`config.mk`:
```
export PLATFORM = sky130hd
export DESIGN_NAME = tlic_top
export DESIGN_NICKNAME = d
export VERILOG_FILES = /design/src/rtl/tlic_pkg.sv /design/src/rtl/tlic_ext_sense.sv /design/src/rtl/tlic_lowfind.sv /design/src/rtl/tlic_top.sv
export SDC_FILE = /design/constraint.sdc
export NUM_CORES = 1
export LEC_CHECK = 0
export ABC_CLOCK_PERIOD_IN_PS = 2800
export BUFFER_PORTS_ARGS = -buffer_cell sky130_fd_sc_hd__buf_2
export CORE_ASPECT_RATIO = 0.6
export CORE_UTILIZATION = 55
export CTS_BUF_LIST = sky130_fd_sc_hd__clkbuf_4 sky130_fd_sc_hd__clkbuf_8
export CTS_CLUSTER_SIZE = 8
export DETAILED_ROUTE_END_ITERATION = 8
export PLACE_DENSITY = 0.82
export SYNTH_ARGS = -nofsm -noshare
export SYNTH_HDL_FRONTEND = slang
export SYNTH_SLANG_ARGS = --single-unit
```
`constraint.sdc`:
```
create_clock -name clk -period 2.8 [get_ports clk]
set_clock_uncertainty 0.15 [all_clocks]
set_input_delay 0.28 -clock clk [delete_from_list [all_inputs] [get_ports clk]]
set_output_delay 0.28 -clock clk [all_outputs]
set_load 0.005 [all_outputs]
```
`src/rtl/tlic_pkg.sv`:
```
package tlic_pkg;
    localparam int DW     = 32;
    localparam int EXT_N  = 4;
    localparam int MAIN_N = 17;
    localparam int PER_N  = 22;
    localparam int NUM_W  = 5;

    // control register field bases; pin n sits at base minus n (or 2n)
    localparam int EN_BASE    = 11;
    localparam int ACK_BASE   = 27;
    localparam int SENSE_BASE = 22;

    localparam logic [DW-1:0]     MAIN_MASK_RST = 32'h0001_0FFF;
    localparam logic [DW-1:0]     PER_MASK_RST  = 32'h7FFF_FC00;
    localparam int                PER_MASK_LSB  = DW - PER_N;

    // main slots fed from main_src; slots 2 and 4 carry boosted peripherals
    localparam logic [MAIN_N-1:0] MAIN_IMPL  = 17'h1FFE1;
    localparam logic [PER_N-1:0]  PER_IMPL   = 22'h3FFFFE;
    localparam int                SLOT_BHI   = 2;
    localparam int                SLOT_BLO   = 4;

    typedef enum logic [1:0] {
        SENSE_LVL_HI = 2'b00,
        SENSE_RISE   = 2'b01,
        SENSE_FALL   = 2'b10,
        SENSE_LVL_LO = 2'b11
    } sense_e;

    typedef enum logic [1:0] {
        GRP_NONE = 2'd0,
        GRP_CRIT = 2'd1,
        GRP_MAIN = 2'd2,
        GRP_PER  = 2'd3
    } grp_e;

    typedef enum logic [1:0] {
        A_CTRL  = 2'd0,
        A_MMASK = 2'd1,
        A_PMASK = 2'd2,
        A_STAT  = 2'd3
    } addr_e;
endpackage

```
`src/rtl/tlic_ext_sense.sv`:
```
module tlic_ext_sense
    import tlic_pkg::*;
(
    input  logic   clk,
    input  logic   rst_n,
    input  logic   pin,
    input  sense_e mode,
    input  logic   ack,
    output logic   req
);
    logic pin_q;
    logic lat_q;
    logic hit;

    always_comb begin
        hit = ((mode == SENSE_RISE) &&  pin && !pin_q) ||
              ((mode == SENSE_FALL) && !pin &&  pin_q);
    end

    always_ff @(posedge clk or negedge rst_n) begin
        if (!rst_n) begin
            pin_q <= 1'b0;
            lat_q <= 1'b0;
        end else begin
            pin_q <= pin;
            lat_q <= hit | (lat_q & ~ack);
        end
    end

    always_comb begin
        unique case (mode)
            SENSE_LVL_HI: req = pin_q;
            SENSE_LVL_LO: req = ~pin_q;
            default:      req = lat_q;
        endcase
    end

    AST_ACK_CLEARS: assert property (@(posedge clk) disable iff (!rst_n)
        (ack && !hit) |=> !lat_q);
    AST_LATCH_HOLDS: assert property (@(posedge clk) disable iff (!rst_n)
        (lat_q && !ack) |=> lat_q);
endmodule

```
`src/rtl/tlic_lowfind.sv`:
```
module tlic_lowfind #(
    parameter int N = 17,
    parameter int W = 5
) (
    input  logic [N-1:0] req,
    output logic         hit,
    output logic [W-1:0] idx
);
    always_comb begin
        hit = 1'b0;
        idx = '0;
        for (int i = N - 1; i >= 0; i--) begin
            if (req[i]) begin
                hit = 1'b1;
                idx = W'(i);
            end
        end
    end
endmodule

```
`src/rtl/tlic_top.sv`:
```
module tlic_top
    import tlic_pkg::*;
#(
    parameter logic [PER_N-1:0] BOOST_HI = '0,
    parameter logic [PER_N-1:0] BOOST_LO = '0
) (
    input  logic             clk,
    input  logic             rst_n,
    input  logic             bus_en,
    input  logic             bus_we,
    input  logic [1:0]       bus_addr,
    input  logic [DW-1:0]    bus_wdata,
    output logic [DW-1:0]    bus_rdata,
    input  logic [EXT_N-1:0] ext_pin,
    input  logic [MAIN_N-1:0] main_src,
    input  logic [PER_N-1:0] per_src,
    output logic             irq_out
);
    addr_e               addr;
    logic                wr;
    logic [EXT_N-1:0]    ext_en;
    sense_e              ext_mode [EXT_N];
    logic [EXT_N-1:0]    ext_ack;
    logic [EXT_N-1:0]    ext_req;
    logic [MAIN_N-1:0]   mmask_q;
    logic [PER_N-1:0]    pmask_q;
    logic [MAIN_N-1:0]   main_q;
    logic [PER_N-1:0]    per_q;
    logic [EXT_N-1:0]    crit_live;
    logic [MAIN_N-1:0]   main_live;
    logic [PER_N-1:0]    per_live;
    logic                crit_v, main_v, per_v;
    logic [NUM_W-1:0]    crit_idx, main_idx, per_idx;
    grp_e                grp;
    logic [DW-1:0]       ctrl_rd, stat;
    logic                unused_ok;

    assign addr = addr_e'(bus_addr);
    assign wr   = bus_en & bus_we;

    // configuration registers and input capture
    always_ff @(posedge clk or negedge rst_n) begin
        if (!rst_n) begin
            ext_en  <= '0;
            for (int n = 0; n < EXT_N; n++) ext_mode[n] <= SENSE_LVL_HI;
            mmask_q <= MAIN_MASK_RST[MAIN_N-1:0];
            pmask_q <= PER_MASK_RST[DW-1:PER_MASK_LSB];
            main_q  <= '0;
            per_q   <= '0;
        end else begin
            main_q <= main_src;
            per_q  <= per_src;
            if (wr && addr == A_CTRL) begin
                for (int n = 0; n < EXT_N; n++) begin
                    ext_en[n]   <= bus_wdata[EN_BASE-n];
                    ext_mode[n] <= sense_e'(bus_wdata[SENSE_BASE-2*n +: 2]);
                end
            end
            if (wr && addr == A_MMASK) mmask_q <= bus_wdata[MAIN_N-1:0];
            if (wr && addr == A_PMASK) pmask_q <= bus_wdata[DW-1:PER_MASK_LSB];
        end
    end

    genvar g;
    generate
        for (g = 0; g < EXT_N; g++) begin : g_ext
            assign ext_ack[g] = wr && (addr == A_CTRL) && bus_wdata[ACK_BASE-g];
            tlic_ext_sense u_sense (
                .clk  (clk),
                .rst_n(rst_n),
                .pin  (ext_pin[g]),
                .mode (ext_mode[g]),
                .ack  (ext_ack[g]),
                .req  (ext_req[g])
            );
            assign crit_live[g] = ext_req[g] & ext_en[g];
        end

        for (g = 0; g < PER_N; g++) begin : g_per
            if (PER_IMPL[g]) begin : g_on
                assign per_live[g] = per_q[g] & ~pmask_q[PER_N-1-g];
            end else begin : g_off
                assign per_live[g] = 1'b0;
            end
        end

        for (g = 0; g < MAIN_N; g++) begin : g_main
            if (g == SLOT_BHI) begin : g_bhi
                assign main_live[g] = (|(per_live & BOOST_HI)) & ~mmask_q[MAIN_N-1-g];
            end else if (g == SLOT_BLO) begin : g_blo
                assign main_live[g] = (|(per_live & BOOST_LO)) & ~mmask_q[MAIN_N-1-g];
            end else if (MAIN_IMPL[g]) begin : g_on
                assign main_live[g] = main_q[g] & ~mmask_q[MAIN_N-1-g];
            end else begin : g_off
                assign main_live[g] = 1'b0;
            end
        end
    endgenerate

    assign unused_ok = ^(main_q & ~MAIN_IMPL) ^ ^(per_q & ~PER_IMPL);

    tlic_lowfind #(.N(EXT_N),  .W(NUM_W)) u_crit (.req(crit_live), .hit(crit_v), .idx(crit_idx));
    tlic_lowfind #(.N(MAIN_N), .W(NUM_W)) u_main (.req(main_live), .hit(main_v), .idx(main_idx));
    tlic_lowfind #(.N(PER_N),  .W(NUM_W)) u_per  (.req(per_live),  .hit(per_v),  .idx(per_idx));

    always_comb begin
        if (crit_v)      grp = GRP_CRIT;
        else if (main_v) grp = GRP_MAIN;
        else if (per_v)  grp = GRP_PER;
        else             grp = GRP_NONE;
    end

    assign stat = {crit_v, main_v, per_v, crit_idx, 3'b000, main_idx, 3'b000,
                   per_idx, 6'b000000, grp};

    always_comb begin
        ctrl_rd = '0;
        for (int n = 0; n < EXT_N; n++) begin
            ctrl_rd[EN_BASE-n]             = ext_en[n];
            ctrl_rd[SENSE_BASE-2*n +: 2]   = ext_mode[n];
        end
    end

    always_comb begin
        unique case (addr)
            A_CTRL:  bus_rdata = ctrl_rd;
            A_MMASK: bus_rdata = {{(DW-MAIN_N){1'b0}}, mmask_q};
            A_PMASK: bus_rdata = {pmask_q, {PER_MASK_LSB{1'b0}}};
            default: bus_rdata = stat;
        endcase
    end

    assign irq_out = crit_v | main_v | per_v;

    AST_IRQ_GROUP: assert property (@(posedge clk) disable iff (!rst_n)
        irq_out == (grp != GRP_NONE));
    AST_CRIT_FIRST: assert property (@(posedge clk) disable iff (!rst_n)
        crit_v |-> grp == GRP_CRIT);
    AST_BOOST_BACKED: assert property (@(posedge clk) disable iff (!rst_n)
        (main_v && (main_idx == NUM_W'(SLOT_BHI) || main_idx == NUM_W'(SLOT_BLO))) |-> per_v);
    AST_STAT_RO: assert property (@(posedge clk) disable iff (!rst_n)
        (wr && addr == A_STAT) |=> ($stable(mmask_q) && $stable(pmask_q) && $stable(ext_en)));
endmodule

```
## Yosys cells after proc, flatten, opt, wreduce, memory -nomap -nowiden

Index checks and enable logic that the tools add are counted.

- Equality and inequality tests: 14
- Mux-type cells: 84
- Bitwise operators: 91
- Reductions and logical operators: 40

Operator list:

| cell | number |
|---|---|
| 5-bit two-way mux | 34 |
| 32-bit one-hot mux with 3 select lines | 1 |
| 1-bit AND | 43 |
| 1-bit NOT | 42 |
| 1-bit two-way mux | 38 |
| 1-bit logical AND | 23 |
| 2-bit equality test (second input constant) | 9 |
| 2-bit two-way mux | 7 |
| 2-bit by 1-bit equality test with 1-bit output (second input constant) | 5 |
| 2-bit logical NOT | 5 |
| 1-bit logical NOT | 8 |
| 1-bit one-hot mux with 2 select lines | 4 |
| 1-bit bitwise OR | 6 |
| 1-bit logical OR | 4 |

- Flip-flop bits (word level): 98
- Input bits: 81
- Word-level logic and storage cells: 246

## Longest topological paths before layout

Gate-level depths: netlist of run 1.

- Depth after elaboration: 27
- Mapped depth: 7

## By module

A second synthesis of run 1 with hierarchy kept.

- Cell total of the unflattened synthesis: 406
- Area total of the unflattened synthesis: 4769.6 um2

By module, submodules not included:

| module | times used | cells an instance | area an instance (um2) | sequential area each (um2) |
|---|---|---|---|---|
| tlic_top | 1 | 256 | 3634.7 | 2169.6 |
| tlic_ext_sense | 4 | 15 | 152.6 | 50.0 |
| tlic_lowfind (u_per) | 1 | 44 | 272.8 | 0.0 |
| tlic_lowfind (u_main) | 1 | 35 | 190.2 | 0.0 |
| tlic_lowfind (u_crit) | 1 | 11 | 61.3 | 0.0 |

## Worst setup path after synthesis of run 1

Ideal clock, no wire load.

- Path type: register -> output
- Start: register mmask_q[1]
- End: output port bus_rdata[1]
- Data arrival time: 1945 ps
- Data required time: 2370 ps
- Slack: 425 ps
- Stages on the path, launching flop included: 6
- Buffers on the path: 0
- Path through: dfstp_2 -> and2b_1 -> or4_4 -> or4_4 -> nor3_2 -> o31ai_1

- Cells in the longest elaborated chain, start to end: 17

Ends and longest elaborated chain:

| item | line | text |
|---|---|---|
| start: declaration | tlic_top.sv:25 | `logic [MAIN_N-1:0] mmask_q;` |
| start signal: assignment | tlic_top.sv:46 | `mmask_q <= MAIN_MASK_RST[MAIN_N-1:0];` |
| start signal: assignment | tlic_top.sv:59 | `if (wr && addr == A_MMASK) mmask_q <= bus_wdata[MAIN_N-1:0];` |
| 1-bit NOT | tlic_top.sv:93 | `assign main_live[g] = main_q[g] & ~mmask_q[MAIN_N-1-g];` |
| 1-bit AND | tlic_top.sv:93 |  |
| 1-bit two-way mux (12 in a row) | tlic_lowfind.sv:13 | `if (req[i]) begin` |
| 2-bit two-way mux | tlic_top.sv:108 | `else if (main_v) grp = GRP_MAIN;` |
| 2-bit two-way mux | tlic_top.sv:107 | `if (crit_v) grp = GRP_CRIT;` |
| 32-bit one-hot mux with 3 select lines * | tlic_top.sv:125 | `unique case (addr)` |
| end: declaration | tlic_top.sv:13 | `output logic [DW-1:0] bus_rdata,` |

Every way passes the cells marked *; elsewhere a longest branch is shown, timed or not.

## Worst setup path in the final report of run 1

- Start: register mmask_q[3]
- End: output port irq_out

- Cells in the longest elaborated chain, start to end: 14

Ends and longest elaborated chain:

| item | line | text |
|---|---|---|
| 1-bit NOT | tlic_top.sv:93 |  |
| 1-bit AND | tlic_top.sv:93 |  |
| 1-bit two-way mux (10 in a row) | tlic_lowfind.sv:13 |  |
| 1-bit bitwise OR (2 in a row) | tlic_top.sv:133 | `assign irq_out = crit_v \| main_v \| per_v;` |
| end: declaration | tlic_top.sv:17 | `output logic irq_out` |

Every way passes these cells.

==> reports/metrics.yaml, run 1 <==
antenna_left: 0
vias: 3972
clockRootBuffer: "clkbuf_8"
timing.final.hold_violations: 0
buffers_from_clock_root_to_sink_at_most: 2
rsz0062_at_grt: "yes"
mean_instance_size_in_the_synthesized_netlist_um2: 11.4
cts.reportedPaths.clkPinSlew_ns: 0.10
timing.reg2reg.setup_slack_ns: 1.35
slew_headroom_pct: 64.4
critPathLaunchType: "register"
clkSinkCount: 93
grt_overflow_total: 0
setup_violations: 4
power_density_mw_per_mm2: 608
last_weighted_congestion_value_of_the_routability_driven_placer: 0.881
fmax_ghz: 0.348
syn2layout_area_growth_pct: 38.0
synthDominantCellAreaShare_pct: 32.2
synthMostInstantiatedCell: "dfrtp_1"
floorplan.initialDensity_pct: 57.4
worstRegToRegCells: 5
post_drt_via_cell_ratio: 5.59
drt-pass1-iter-count: 7
final_core_util_pct: 79.3
endpoint_kind: "output port"
timing.rr.start: "ctrl_rd[20]$_DFFE_PN0P_"
synth_nets: 499
post_synth_edffs: 0
multi_input_area_mm2: 0.00218
cap_violations: 0
synthDistinctLibCells: 54
ctsHtreeMaxLevel: 3
criticalPathCategory: "register to output port"
synth_area_leaders: "dfrtp_1 32%, dfstp_2 19%, mux2_1 7.6%"
die_height_um: 72.7
tightest_slew_ns: 0.529
period_minus_slack_ns: 2.87
detail_route.wl_per_cell_um: 18.2
portBuffers: 108
synth-seq-cells: 93
floorplan.rows: 25
crit_start: "mmask_q[3]$_DFFE_PN1P_"
synth_top_flop_cell: "dfrtp_1"
worstHoldPathType: "input pin to register"
number_of_standard_cells_after_synthesis: 402
synthDominantAreaCellType: "dfrtp_1"
ys_warn_count: 0
grt_pass1_vias: 3858
layout_setup_ws_ns: -0.0750
layout.area.seq_mm2: 0.00237
worst_skew_pair.late_latency_ns: 0.38
cell_types_with_the_highest_counts_after_synthesis: "59 x dfrtp_1, 34 x dfstp_2, 33 x nand2_1"
routed_wl_mm: 12.9
critical_path_peak_fanout: 4
crit-reg2reg-capture: "g_ext[1].u_sense.lat_q$_DFF_PN0_"
asyncSetResetFlopFracSynth_pct: 100
die-area_mm2: 0.00871
run_status: "finished, violations left"
drt-initial-drc-count: 372
final_layout_size_suffix_gt1_share_pct: 37.4
die_w_um: 120
core_region_area_mm2: 0.00798
pin_count_of_the_biggest_net_entering_global_routing: 55
drc_errors: 0
fillCellCount: 474
cts_inserted_buffers: 9
worst_ep_arrival_time_ns: 2.44
layout.nets: 694
global_route_wire_length_before_repair_mm: 19.4
number_of_antenna_violations_at_the_first_check_in_global_routing: 0
required_ns: 2.37
violations: "setup timing"
num_antenna_cells: 0
timing.critical_path.to: "irq_out"
post_layout_power_uw: 3840
summed_instance_area_of_the_synthesized_netlist_mm2: 0.00458
p_leak_uw: 0.00291
maxSlewViolCount: 0
sequential_fraction_of_the_synthesis_area_pct: 51.7
dpl.hpwl_mm: 8.56
critical_hold_path_startpoint: "bus_wdata[10]"
cts_tree: "built"
design.portCount: 114
grtUsageTotal_pct: 30.1
irDropWorstVdd_v: 0.000331
layout_worst_path_cycle_share_pct: 103
registers in the layout (all words and copies together), names as in the netlist:
name and flops:
ctrl_rd 8, g_ext.u_sense.lat_q 4, mmask_q 17, ext_en 4
per_q 21, main_q 13, pmask_q 22, g_ext.u_sense.pin_q 4
metal layers:
layer  global-route usage [%]  part of all wire (%)  up-vias
met5                        0                     0        -
met4                     7.36                   2.6        0
met3                     8.05                   8.0       40
met2                     48.3                    46      215
met1                     41.4                    43     1917
li1                         -                     -     1800
through the flow:
step / hold WS [ns] / setup WS (ns) / instance area [um2] / std cells / TNS, ns
final: 0.00961 / -0.0750 / 6320 / 710 / -0.246
after global routing: 0.0177 / -0.134 / 6320 / 710 / -0.572
after CTS: 0.00396 / -0.0149 / 6230 / 703 / -0.0307
after detailed placement: 0.143 / 0.228 / 5310 / 618 / 0
after global placement: 0.129 / 0.258 / 5310 / 618 / 0
after floorplan: -0.166 / 0.425 / 4580 / 402 / 0
cell families after synthesis:
family                     after synthesis  share of synthesized area, %
adders and majority gates               16                          4.37
muxes                                   58                          14.2
buffers and inverters                   25                          2.27
DFF                                     93                          51.7
AOI/OAI and AO/OA                       70                          9.86
and+or+nand+nor                        140                          17.6
where the power goes:
| part | switching (uW) | internal, uW |
|---|---|---|
| Combinational | 538 | 555 |
| Sequential | 178 | 1630 |
| Clock | 481 | 461 |
| Total | 1200 | 2650 |
worst min path at each step:
| stage | end | slack, ns | depth (start not counted) |
|---|---|---|---|
| 6_report | mmask_q[10]$_DFFE_PN1P_ | 0.01 | 2 |
| 5_1_grt | mmask_q[9]$_DFFE_PN1P_ | 0.02 | 2 |
| 4_1_cts | mmask_q[10]$_DFFE_PN1P_ | 0.004 | 2 |
| 3_5_place_dp | per_q[4]$_DFF_PN0_ | 0.14 | 1 |
| 3_3_place_gp | per_q[4]$_DFF_PN0_ | 0.13 | 1 |
| 2_1_floorplan | ctrl_rd[16]$_DFFE_PN0P_ | -0.17 | 0 |
layout make-up:
type                            instances  share of cell area [%]
Clock inverter                          5                   0.930
Tap cell                              108                    2.14
Inverter                               14                   0.831
Timing Repair Buffer                  195                    21.8
Sequential cell                        93                    37.5
Multi-Input combinational cell        284                    34.4
Clock buffer                           11                    2.39
critical path, cell delays in order, from the launching register on:
cell and delay, ns:
dfstp_2 0.56, nor2b_1 0.09, or4_4 0.56, or4_4 0.46, nor3_4 0.15, nand2_1 0.08
buf_2 0.14
layout by cell type (no fill, tap or decap), drive strengths merged, types with 5 or more instances in the layout:
| cell | Yosys | routed |
|---|---|---|
| mux2i | 11 | 11 |
| nor4 | 5 | 5 |
| dfstp | 34 | 34 |
| nand2 | 33 | 33 |
| ha | 16 | 16 |
| nand2b | 19 | 19 |
| dlygate4sd3 | 0 | 66 |
| a21oi | 10 | 10 |
| clkbuf | 4 | 11 |
| and2 | 9 | 9 |
| buf | 7 | 129 |
| inv | 14 | 14 |
| nor2b | 29 | 29 |
| nand3 | 8 | 8 |
| nor2 | 19 | 19 |
| o21ai | 23 | 23 |
| dfrtp | 59 | 59 |
| o22ai | 5 | 5 |
| mux2 | 46 | 46 |
timing repair:
action	4_1_cts	5_1_grt
gates resized for setup	6	10
setup endpoints to repair	5	10
hold buffers	66	0
hold endpoints to repair	98	0
buffers inserted	3	7
pin swaps	3	4
No activity file was read; power rests on OpenSTA's default activity.
==> inputs of run 2 (changes only) <==
REMOVE_ABC_BUFFERS = 1   (was not set)
==> run 2 against run 1 <==
  * The run still ends with setup timing left
  * Clock power grew 3.9%
  * Wire length shrank 3.9%
  * Power shrank 0.61%
  * First-iteration DRC count shrank 30%
  * Via count shrank 3.7%
  * Critical path depth is the same
  * Critical path type unchanged
==> reports/metrics.yaml, run 2 (synthesis gave the netlist of run 1 again) <==
power.share.clock_pct: 25.6
largest_registers_ranked_by_flip_flop_count: "pmask_q: 22 flops, per_q: 21 flops, mmask_q: 17 flops"
ctsHtreeMaxLevel: 3
design.portCount: 114
grt_overflow_total: 0
num_antenna_cells: 0
critical_path_peak_fanout: 4
die_height_um: 72.7
cts_inserted_buffers: 9
floorplan.initialDensity_pct: 57.4
endpoint_kind: "output port"
grt_pass1_vias: 3864
setup_violations: 4
p_leak_uw: 0.00286
period_minus_slack_ns: 2.87
layout_setup_ws_ns: -0.0676
finish.cell_count_without_fillers: 702
pin_count_of_the_biggest_net_entering_global_routing: 40
routed_wl_mm: 12.4
vias: 3826
number_of_antenna_violations_at_the_first_check_in_global_routing: 0
drt-initial-drc-count: 260
floorplan.rows: 25
last_weighted_congestion_value_of_the_routability_driven_placer: 0.893
worstHoldPathType: "input pin to register"
cts.reportedPaths.clkPinSlew_ns: 0.09
die-area_mm2: 0.00871
core_region_area_mm2: 0.00798
switching_share_pct: 30.3
power_density_mw_per_mm2: 609
pwr-share-comb_pct: 27.3
irDropWorstVdd_v: 0.000427
critPathLaunchType: "register"
slew_headroom_pct: 44.0
clkSinkCount: 93
maxSlewViolCount: 0
worst_hold_slack_ns: 0.0182
rsz0062_at_grt: "yes"
layout_worst_path_cycle_share_pct: 102
worst_ep_arrival_time_ns: 2.44
crit_chain: "and2b_2, or4_4, or4_4, nor3_4, o31ai_2, buf_2"
timing.final.hold_violations: 0
cpMaxStageDelayCell: "dfstp_2"
max_stage_delay_ns: 0.55
drt-pass1-iter-count: 4
power_switching_uw: 1160
detailedPlace.worstSlack_ns: 0.220
largest_register_ffs: 22
buffers_from_clock_root_to_sink_at_most: 2
dpl.cell_count: 616
sequentialPowerShare_pct: 47.1
fillCellCount: 502
die_w_um: 120
cts_tree: "built"
drc_errors: 0
syn2layout_area_growth_pct: 36.9
final_layout_size_suffix_gt1_share_pct: 36.4
grtUsageTotal_pct: 29.9
placedInstanceArea_mm2: 0.00528
fmax_ghz: 0.349
most_flops_register: "pmask_q"
post_drt_via_cell_ratio: 5.45
final_cell_mix: "107 x buf_2, 66 x dlygate4sd3_1, 59 x dfrtp_1"
portBuffers: 108
worst_skew_pair.late_latency_ns: 0.37
leading_cell_type_in_the_layout_fill_and_taps_excluded: "buf_2"
run_status: "finished, violations left"
tightest_slew_ns: 0.836
violations: "setup timing"
dpl.hpwl_mm: 8.59
cap_violations: 0
required_ns: 2.37
detail_route.wl_per_cell_um: 17.7
global_route_wire_length_before_repair_mm: 19.4
finish.instance_area_mm2: 0.00627
p_int_uw: 2660
layout.nets: 686
criticalPathCategory: "register to output port"
antenna_left: 0
cp_common_cell: "or4_4"
clockRootBuffer: "clkbuf_8"
==> run 2: cell count changes in the layout (fill, tap and decap cells not counted), sizes merged <==
cell and delta:
bufinv +1, buf -8, clkbuf -1
==> run 2: cell type report <==
class	count	area (um2)	share of cell area, %
clock buffers	10	131	2.09
well taps	108	135	2.15
multi-input cells	284	2190	35.0
clock inverters	6	88.8	1.42
inverters	14	52.6	0.838
repair buffers	187	1300	20.8
flip-flops and latches	93	2370	37.8
==> run 2: metrics by stage <==
stage	utilization (%)	setup TNS, ns	power, uW
after global placement	66.2	0	2630
after CTS	78.1	-0.0788	3780
after detailed placement	66.2	0	2680
after floorplan	-	0	2310
final	78.6	-0.144	3820
after global routing	78.6	-0.382	4010
==> run 2: worst paths after layout <==
path                            cells past startpoint                        startpoint  slack, ns                          endpoint
worst min-delay path                                2                      bus_wdata[8]       0.02            mmask_q[8]$_DFFE_PN1P_
worst max-delay path                                6            mmask_q[1]$_DFFE_PN1P_      -0.07                      bus_rdata[1]
max in group asynchronous                           3                             rst_n       1.51           mmask_q[10]$_DFFE_PN1P_
worst min register to register                      1  g_ext[3].u_sense.lat_q$_DFF_PN0_       0.33  g_ext[3].u_sense.lat_q$_DFF_PN0_
worst max register to register                      4           ctrl_rd[22]$_DFFE_PN0P_       1.35  g_ext[0].u_sense.lat_q$_DFF_PN0_
min in group asynchronous                           2                             rst_n       0.26  g_ext[1].u_sense.lat_q$_DFF_PN0_
==> run 2: power by group through the flow <==
stage	clock network (uW)	logic (uW)	registers, uW
floorplan	0	562	1750
global placement	0	826	1800
detailed placement	0	871	1810
CTS	997	989	1790
global route	1050	1130	1830
finish	979	1040	1800
==> run 2: timing repair <==
action | 4_1_cts | 5_1_grt
endpoints found under the hold margin | 96 | 0
setup endpoints to repair | 5 | 11
pin swaps | 4 | 4
hold buffers | 66 | 0
buffers inserted | 4 | 0
resized for setup | 7 | 9
==> run 2: worst max-delay path, delay by kind of cell, from the launching register on <==
kind / cells / cell delay, ns
flip-flops: 1 / 0.55
AND/OR/NAND/NOR: 4 / 1.28
buffers and inverters: 1 / 0.13
AO/OA/AOI/OAI: 1 / 0.10
==> run 2: metal layers <==
metal | share of wire, % | global-route usage [%] | vias to the layer above
met5 | 0 | 0 | -
met4 | 1.5 | 7.50 | 0
met3 | 6.9 | 7.81 | 22
met2 | 47 | 49.9 | 145
met1 | 45 | 39.4 | 1872
li1 | - | - | 1787
